<file path="src/rtl/pm_pkg.sv">
package pm_pkg;
  typedef enum logic [1:0] {
    PS_D0 = 2'b00,
    PS_D1 = 2'b01,
    PS_D2 = 2'b10,
    PS_D3 = 2'b11
  } pstate_e;

  localparam int BYTE_W = 8;
  localparam int SEL_W  = 4;
endpackage

</file>
<file path="src/rtl/pm_sync.sv">
module pm_sync #(
  parameter int   STAGES  = 2,
  parameter logic RST_VAL = 1'b1
) (
  input  logic clk,
  input  logic rst_n,
  input  logic d,
  output logic q
);
  logic [STAGES-1:0] chain_q;
  logic [STAGES-1:0] chain_d;

  always_comb begin
    chain_d[0] = d;
    for (int i = 1; i < STAGES; i++) chain_d[i] = chain_q[i-1];
  end

  always_ff @(posedge clk or negedge rst_n) begin
    if (!rst_n) chain_q <= {STAGES{RST_VAL}};
    else        chain_q <= chain_d;
  end

  assign q = chain_q[STAGES-1];
endmodule

</file>
<file path="src/rtl/pm_data_mux.sv">
module pm_data_mux #(
  parameter int NBYTES = 8,
  parameter int SELW   = 4
) (
  input  logic                  enable,
  input  logic [SELW-1:0]       sel,
  input  logic [NBYTES*8-1:0]   bytes,
  output logic [7:0]            dout
);
  always_comb begin
    dout = '0;
    if (enable) begin
      for (int i = 0; i < NBYTES; i++) begin
        if (sel == i[SELW-1:0]) dout = bytes[i*8 +: 8];
      end
    end
  end
endmodule

</file>
<file path="src/rtl/pm_ctrl_status.sv">
module pm_ctrl_status
  import pm_pkg::*;
#(
  parameter int NBYTES      = 8,
  parameter int SYNC_STAGES = 2,
  localparam int DBW        = NBYTES * BYTE_W
) (
  input  logic            clk,
  input  logic            rst_n,
  input  logic            cfg_d1_ok,
  input  logic            cfg_d2_ok,
  input  logic [3:0]      cfg_pme_sup,
  input  logic            cfg_data_en,
  input  logic [1:0]      cfg_scale,
  input  logic [DBW-1:0]  cfg_data_bytes,
  input  logic            reg_wr,
  input  logic [2:0]      reg_be,
  input  logic [23:0]     reg_wdata,
  output logic [23:0]     reg_rdata,
  input  logic            dn_pme_n,
  output logic            up_pme_n,
  output logic [7:0]      pm_data
);
  logic                 rst_sync_n;
  logic                 pme_sync_n;
  pstate_e              state_q, state_d;
  logic                 en_q, en_d;
  logic [SEL_W-1:0]     sel_q, sel_d;
  logic                 sts_q, sts_d;
  logic                 en_rd;
  logic [SEL_W-1:0]     sel_rd;
  logic                 wr_lo, wr_hi;
  logic                 req_ok;
  logic                 pme_set;
  pstate_e              req_state;

  // Reset: asserted asynchronously, released through two flops
  pm_sync #(.STAGES(2), .RST_VAL(1'b0)) u_rst_sync (
    .clk(clk), .rst_n(rst_n), .d(1'b1), .q(rst_sync_n));

  // Downstream wake input synchroniser, idles high
  pm_sync #(.STAGES(SYNC_STAGES), .RST_VAL(1'b1)) u_pme_sync (
    .clk(clk), .rst_n(rst_sync_n), .d(dn_pme_n), .q(pme_sync_n));

  assign wr_lo     = reg_wr & reg_be[0];
  assign wr_hi     = reg_wr & reg_be[1];
  assign req_state = pstate_e'(reg_wdata[1:0]);

  always_comb begin
    unique case (req_state)
      PS_D1:   req_ok = cfg_d1_ok;
      PS_D2:   req_ok = cfg_d2_ok;
      default: req_ok = 1'b1;
    endcase
  end

  assign pme_set = ~pme_sync_n & cfg_pme_sup[state_q];

  // Next-state logic
  always_comb begin
    state_d = state_q;
    en_d    = en_q;
    sel_d   = sel_q;
    sts_d   = sts_q;
    if (wr_lo && req_ok) state_d = req_state;
    if (wr_hi && (|cfg_pme_sup)) en_d = reg_wdata[8];
    if (wr_hi && cfg_data_en) sel_d = reg_wdata[12:9];
    if (wr_hi && reg_wdata[15]) sts_d = 1'b0;
    if (pme_set) sts_d = 1'b1;   // set wins over a same-cycle clear
  end

  always_ff @(posedge clk or negedge rst_sync_n) begin
    if (!rst_sync_n) begin
      state_q <= PS_D0;
      en_q    <= 1'b0;
      sel_q   <= '0;
      sts_q   <= 1'b0;
    end else begin
      state_q <= state_d;
      en_q    <= en_d;
      sel_q   <= sel_d;
      sts_q   <= sts_d;
    end
  end

  assign en_rd  = en_q & (|cfg_pme_sup);
  assign sel_rd = cfg_data_en ? sel_q : '0;

  assign reg_rdata = {8'h00, sts_q, cfg_scale, sel_rd, en_rd, 3'b000, 1'b0, 2'b00, state_q};
  assign up_pme_n  = ~(sts_q & en_rd);

  pm_data_mux #(.NBYTES(NBYTES), .SELW(SEL_W)) u_mux (
    .enable(cfg_data_en), .sel(sel_q), .bytes(cfg_data_bytes), .dout(pm_data));
endmodule

</file>
<file path="config.mk">
export PLATFORM = sky130hd
export DESIGN_NAME = pm_ctrl_status
export DESIGN_NICKNAME = d
export VERILOG_FILES = /design/src/rtl/pm_pkg.sv /design/src/rtl/pm_sync.sv /design/src/rtl/pm_data_mux.sv /design/src/rtl/pm_ctrl_status.sv
export SDC_FILE = /design/constraint.sdc
export NUM_CORES = 1
export LEC_CHECK = 0
export CAP_MARGIN = 20
export CORE_MARGIN = 4
export CORE_UTILIZATION = 31
export DETAILED_ROUTE_END_ITERATION = 8
export HOLD_SLACK_MARGIN = 0.15
export PLACE_DENSITY = 0.81
export SLEW_MARGIN = 10
export SYNTH_ARGS = -nofsm -noshare
export SYNTH_HDL_FRONTEND = slang
export SYNTH_HIERARCHICAL = 1
export SYNTH_SLANG_ARGS = --single-unit
</file>
<file path="constraint.sdc">
create_clock -name clk -period 2.2 [get_ports clk]
set_input_delay 0.33 -clock clk [delete_from_list [all_inputs] [get_ports clk]]
set_output_delay 0.33 -clock clk [all_outputs]
set_load 0.01 [all_outputs]
</file>
==> results.json, run 1 <==
{
  "routedWlPerCell_um": 14.46,
  "yosys_warnings": 6,
  "postSynthCellCount": 178,
  "ys.flop_type": "dfrtp_1",
  "slew_violations": 0,
  "clock_latency_ns": 0.24,
  "hold_viol_final": 0,
  "antenna_left": 0,
  "dieArea_mm2": 0.006030,
  "cts_tree": "done",
  "root_buffer": "clkbuf_8",
  "drtIter0Drc": 31,
  "p_per_area_mw_per_mm2": 519.4,
  "ys_seq_elements": 12,
  "clk_pin_slew_ns": 0.05,
  "hold_ws_ns": 0.1580,
  "syn_to_final_growth_pct": 76.62,
  "rows": 25,
  "via_per_inst": 4.799,
  "io_buffers": 101,
  "period_needed_ns": 2.097,
  "arrival_ns": 1.77,
  "yosysSeqAreaShare_pct": 20.13,
  "layout_common_cells": "clkdlybuf4s50_1, buf_4, o21ai_0",
  "grt_max_degree": 22,
  "startpoint_type": "flip-flop",
  "fillers": 436,
  "pin_count": 137,
  "wl_met3_um": 400,
  "skew_ns": 0.001647,
  "syn_area_per_cell_um2": 8.449,
  "final_util_pct": 56.24,
  "core_mm2": 0.004723,
  "syn-cell-area_mm2": 0.001504,
  "grt_pass1_vias": 1777,
  "wl_met2_um": 2439,
  "die_w_um": 77.65,
  "vias": 1694,
  "drive_gt1_share_pct": 17.83,
  "top_layer": "met4",
  "nNetsFinal": 393,
  "grt_pass1_wl_um": 8086,
  "ir_worst_vdd_mv": 0.4240,
  "status": "completed",
  "critPathCaptureType": "output port",
  "drc": 0,
  "globalplace.congestion": 0.8189,
  "cp.required_ns": 1.87,
  "dieHeight_um": 77.65,
  "synth_edf_count": 0,
  "grt.total_usage_pct": 16.12,
  "dp_hpwl_um": 4177,
  "start_util_pct": 31.84,
  "clock_path_buffers": 2,
  "fin_setup_tns_ns": 0,
  "leakagePower_nw": 1.080,
  "numCtsBuffers": 3,
  "async_reset_ff_share_pct": 100.0,
  "hold_path_class": "reg -> async",
  "drt_pass1_iterations": 4,
  "total_power_mw": 1.380,
  "wl_um": 5103,
  "layout_commonest_cell": "clkdlybuf4s50_1",
  "antenna_found_initial": 0,
  "n_antenna_cell": 0,
  "cts.htree.levels": 1,
  "wl_met1_um": 2170,
  "fmax_mhz": 476.8,
  "clock-sinks": 12,
  "drv_cap": 0,
  "ys_types": 37,
  "criticalPathCategory": "reg -> out",
  "setup_violations": 0,
  "path_max_fanout": 18,
  "period_share_pct": 95.32,
  "grt_overflow": 0
}
critical path, cell delays in order (launching register included):
cell      delay [ns]
dfrtp_1         0.38
buf_12          0.18
and2_4          0.17
nor2b_4         0.26
a221oi_1        0.12
o31ai_1         0.24
clkbuf_2        0.17
metal layers:
layer	vias up	track usage, %
li1	840	-
met1	759	18.85
met2	86	29.02
met3	9	3.364
met4	0	5.160
met5	-	0
per-stage QoR:
stage	instance area, µm²	cells	setup WS, ns
after CTS	2673	352	-0.007026
after detailed placement	2608	347	-0.2297
after floorplan	1553	191	0.3859
final	2656	353	0.1029
after global placement	2608	347	-0.2169
after global routing	2656	353	-0.01517
registers in the layout (all words and copies together), names as in the netlist:
register and cells:
u_rst_sync/chain_q 2, state_q 2, u_pme_sync/chain_q 2, sts_q 1
en_q 1, sel_q 4
synthesized netlist by cell type, types with 3 or more instances:
cell | instances | area (µm²)
nand2_1 | 13 | 48.80
a221oi_1 | 8 | 70.07
o211ai_1 | 6 | 45.04
o21ai_0 | 22 | 110.1
nor2_1 | 4 | 15.01
mux2_2 | 5 | 56.30
mux2i_1 | 10 | 100.1
inv_1 | 3 | 11.26
a211oi_1 | 6 | 45.04
o31ai_1 | 6 | 45.04
and2_1 | 4 | 25.02
a21oi_1 | 6 | 30.03
nand3b_1 | 8 | 60.06
buf_2 | 5 | 25.02
buf_6 | 4 | 45.04
clkbuf_1 | 4 | 15.01
dfrtp_1 | 10 | 250.2
buf_4 | 18 | 135.1
mux2_1 | 3 | 33.78
and2b_1 | 4 | 30.03
nor2b_1 | 7 | 43.79
power by group:
| part | internal, mW | switching [mW] |
|---|---|---|
| Combinational | 0.476 | 0.359 |
| Clock | 0.158 | 0.0857 |
| Sequential | 0.257 | 0.0434 |
| Total | 0.891 | 0.488 |
kinds of logic (layout without fill, tap and decap cells):
family	after synthesis	after routing	synth area share, %
compound gates	60	60	26.12
mux	20	20	15.39
flops	12	12	20.13
simple gates	48	48	20.80
buf+inv	34	129	15.39
fa+ha+maj	2	2	1.664
other cells	2	15	0.4994
worst paths after layout:
kind	slack, ns	start	cells past startpoint	end
min in group clk	0.36	u_rst_sync/chain_q[0]	0	u_rst_sync/chain_q[1]
setup / recovery	0.10	sel_q[0]	6	pm_data[2]
max in group asynchronous	1.72	u_rst_sync/chain_q[1]	0	u_pme_sync/chain_q[1]
hold reg to reg	0.16	u_rst_sync/chain_q[1]	0	sel_q[3]
hold / removal	0.16	u_rst_sync/chain_q[1]	0	sel_q[3]
setup reg to reg	1.02	state_q[1]	3	sts_q
final cells by class:
| cell class | count | area, µm² | share of cell area, % |
|---|---|---|---|
| well taps | 67 | 83.83 | 3.156 |
| clock buffers | 4 | 55.05 | 2.073 |
| inverters | 3 | 11.26 | 0.4239 |
| flip-flops and latches | 12 | 304.0 | 11.45 |
| repair buffers | 122 | 1169 | 43.99 |
| multi-input cells | 145 | 1033 | 38.91 |
repair_timing:
item / 4_1_cts / 5_1_grt
hold buffers: 0 / 0
buffers inserted: 1 / 1
endpoints found under the setup margin: 8 / 9
pin swaps: 3 / 3
resized for setup: 19 / 20
endpoints found under the hold margin: 0 / 0
Note: power is estimated with default switching activity, not from simulation.
==> run 2: changes to the inputs <==
CORE_MARGIN = default   (was 4)
CORE_UTILIZATION = 35   (was 31)
DONT_BUFFER_PORTS = 1   (was default)
PLACE_DENSITY = default   (was 0.81)
clock period = 2.45 ns   (was 2.2 ns; I/O delays follow)
==> run 2 against run 1 <==
Against the previous run:
- sequential share of layout area grew 8.4 points
- worst setup slack improved by 0.029 ns
- via count down 24%
- non-clock buffer count is 111 lower
- clock power decreased by 26%
- first-iteration DRC count up 6.5%
- die area is 24% lower
- critical path depth fell by 2
- largest cell class is now multi-input gates
==> results.json, run 2 (synthesis results as in run 1) <==
{
  "status": "completed",
  "grt.total_usage_pct": 15.41,
  "numCtsBuffers": 3,
  "ir_worst_vdd_mv": 0.4346,
  "skew_ns": 0.007352,
  "routedWlPerCell_um": 16.42,
  "path_max_fanout": 14,
  "period_needed_ns": 2.318,
  "drtIter0Drc": 33,
  "reg2reg_slack_ns": 1.26,
  "drc": 0,
  "io_buffers": 0,
  "p_per_area_mw_per_mm2": 593.6,
  "antenna_left": 0,
  "top_register": "sel_q",
  "dp_hpwl_um": 2943,
  "setup_violations": 0,
  "start_util_pct": 37.06,
  "hold_viol_final": 0,
  "clock_latency_ns": 0.24,
  "n_antenna_cell": 0,
  "drv_cap": 0,
  "period_share_pct": 94.60,
  "drive_gt1_share_pct": 16.57,
  "hold_ws_ns": 0.1538,
  "via_per_inst": 5.711,
  "layout_commonest_cell": "o21ai_0",
  "core_mm2": 0.004058,
  "fin_setup_tns_ns": 0,
  "antenna_found_initial": 0,
  "startpoint_type": "flip-flop",
  "fmax_mhz": 431.5,
  "globalplace.congestion": 0.8038,
  "critPathLaunch": "sel_q[3]",
  "hold_path_class": "reg -> async",
  "die_w_um": 67.55,
  "slew_violations": 0,
  "clock-sinks": 12,
  "grt_max_degree": 25,
  "path_buf_inv": 1,
  "criticalPathCategory": "reg -> out",
  "slowest_delay_ns": 0.54,
  "dieArea_mm2": 0.004563,
  "setup_slack_ns": 0.1324,
  "clock_path_buffers": 2,
  "critPathCaptureType": "output port",
  "clk_pin_slew_ns": 0.05,
  "timing.rr.start": "state_q[1]",
  "grt_pass1_wl_um": 5230,
  "cts_tree": "done",
  "arrival_ns": 1.95,
  "worstPathCellList": "nor4b_4, a221oi_1, o31ai_1, buf_4",
  "pin_count": 137,
  "cp_top_family": "flip-flops",
  "dieHeight_um": 67.55,
  "grt_overflow": 0,
  "vias": 1285,
  "cts.htree.levels": 1,
  "cp.required_ns": 2.08,
  "final_util_pct": 37.80,
  "wl_um": 3695,
  "grt_pass1_vias": 1149,
  "drt_pass1_iterations": 6,
  "layout_common_cells": "o21ai_0, conb_1, nand2_1",
  "syn_to_final_growth_pct": 1.997,
  "pre_cts_ws_ns": 0.3073,
  "cpMaxStageDelayCell": "dfrtp_1",
  "root_buffer": "clkbuf_8",
  "rows": 23,
  "largest_register_ffs": 4,
  "nNetsFinal": 282,
  "leakagePower_nw": 0.6016,
  "rsz0062_at_grt": "no"
}
run 2: changes by cell type in the layout (fill, tap and decap cells not counted), sizes merged:
cell	delta
clkdlybuf4s50	-92
buf	-13
dlymetal6s2s	-1
dlygate4sd3	+2
clkbuf	-7
run 2: layer usage:
metal  vias to the layer above  part of all wire (%)  track usage (%)
met5                         -                     0                0
met4                         0                   1.1            2.660
met3                         6                   9.5            5.068
met2                        65                    49            27.23
met1                       591                    40            18.07
li1                        623                     -                -
run 2: path summary, 6_finish.rpt:
check | cells after the start | end
max | 4 | pm_data[7]
min | 0 | sel_q[2]
max reg2reg | 3 | sts_q
min reg2reg | 0 | sel_q[2]
max in group asynchronous | 1 | u_rst_sync/chain_q[1]
min in group clk | 1 | sel_q[3]
run 2: through the flow:
stage / instances / area [µm²] / power, mW
after floorplan: 191 / 1553 / 0.6759
after global placement: 219 / 1463 / 0.7237
after detailed placement: 219 / 1463 / 0.7307
after CTS: 225 / 1528 / 0.9178
after global routing: 225 / 1534 / 0.9863
final: 225 / 1534 / 0.9105
run 2: cell type report:
class | count | area (µm²)
Clock buffer | 4 | 45.04
Fill cell | 445 | 2524
Inverter | 3 | 11.26
Multi-Input combinational cell | 145 | 1023
Sequential cell | 12 | 304.0
Tap cell | 50 | 62.56
Timing Repair Buffer | 11 | 87.58
run 2: where the power goes:
| part | switching, mW | leakage (nW) | internal [mW] | total (mW) |
|---|---|---|---|---|
| logic | 0.239 | 0.442 | 0.204 | 0.443 |
| clock network | 0.0660 | 0.0228 | 0.114 | 0.180 |
| registers | 0.0573 | 0.136 | 0.230 | 0.287 |
| total | 0.362 | 0.602 | 0.548 | 0.911 |
run 2: repair_timing:
action,CTS,global route
hold endpoints to repair,3,0
endpoints found under the setup margin,0,6
hold buffers,2,0
resized for setup,0,3
buffers inserted,0,0
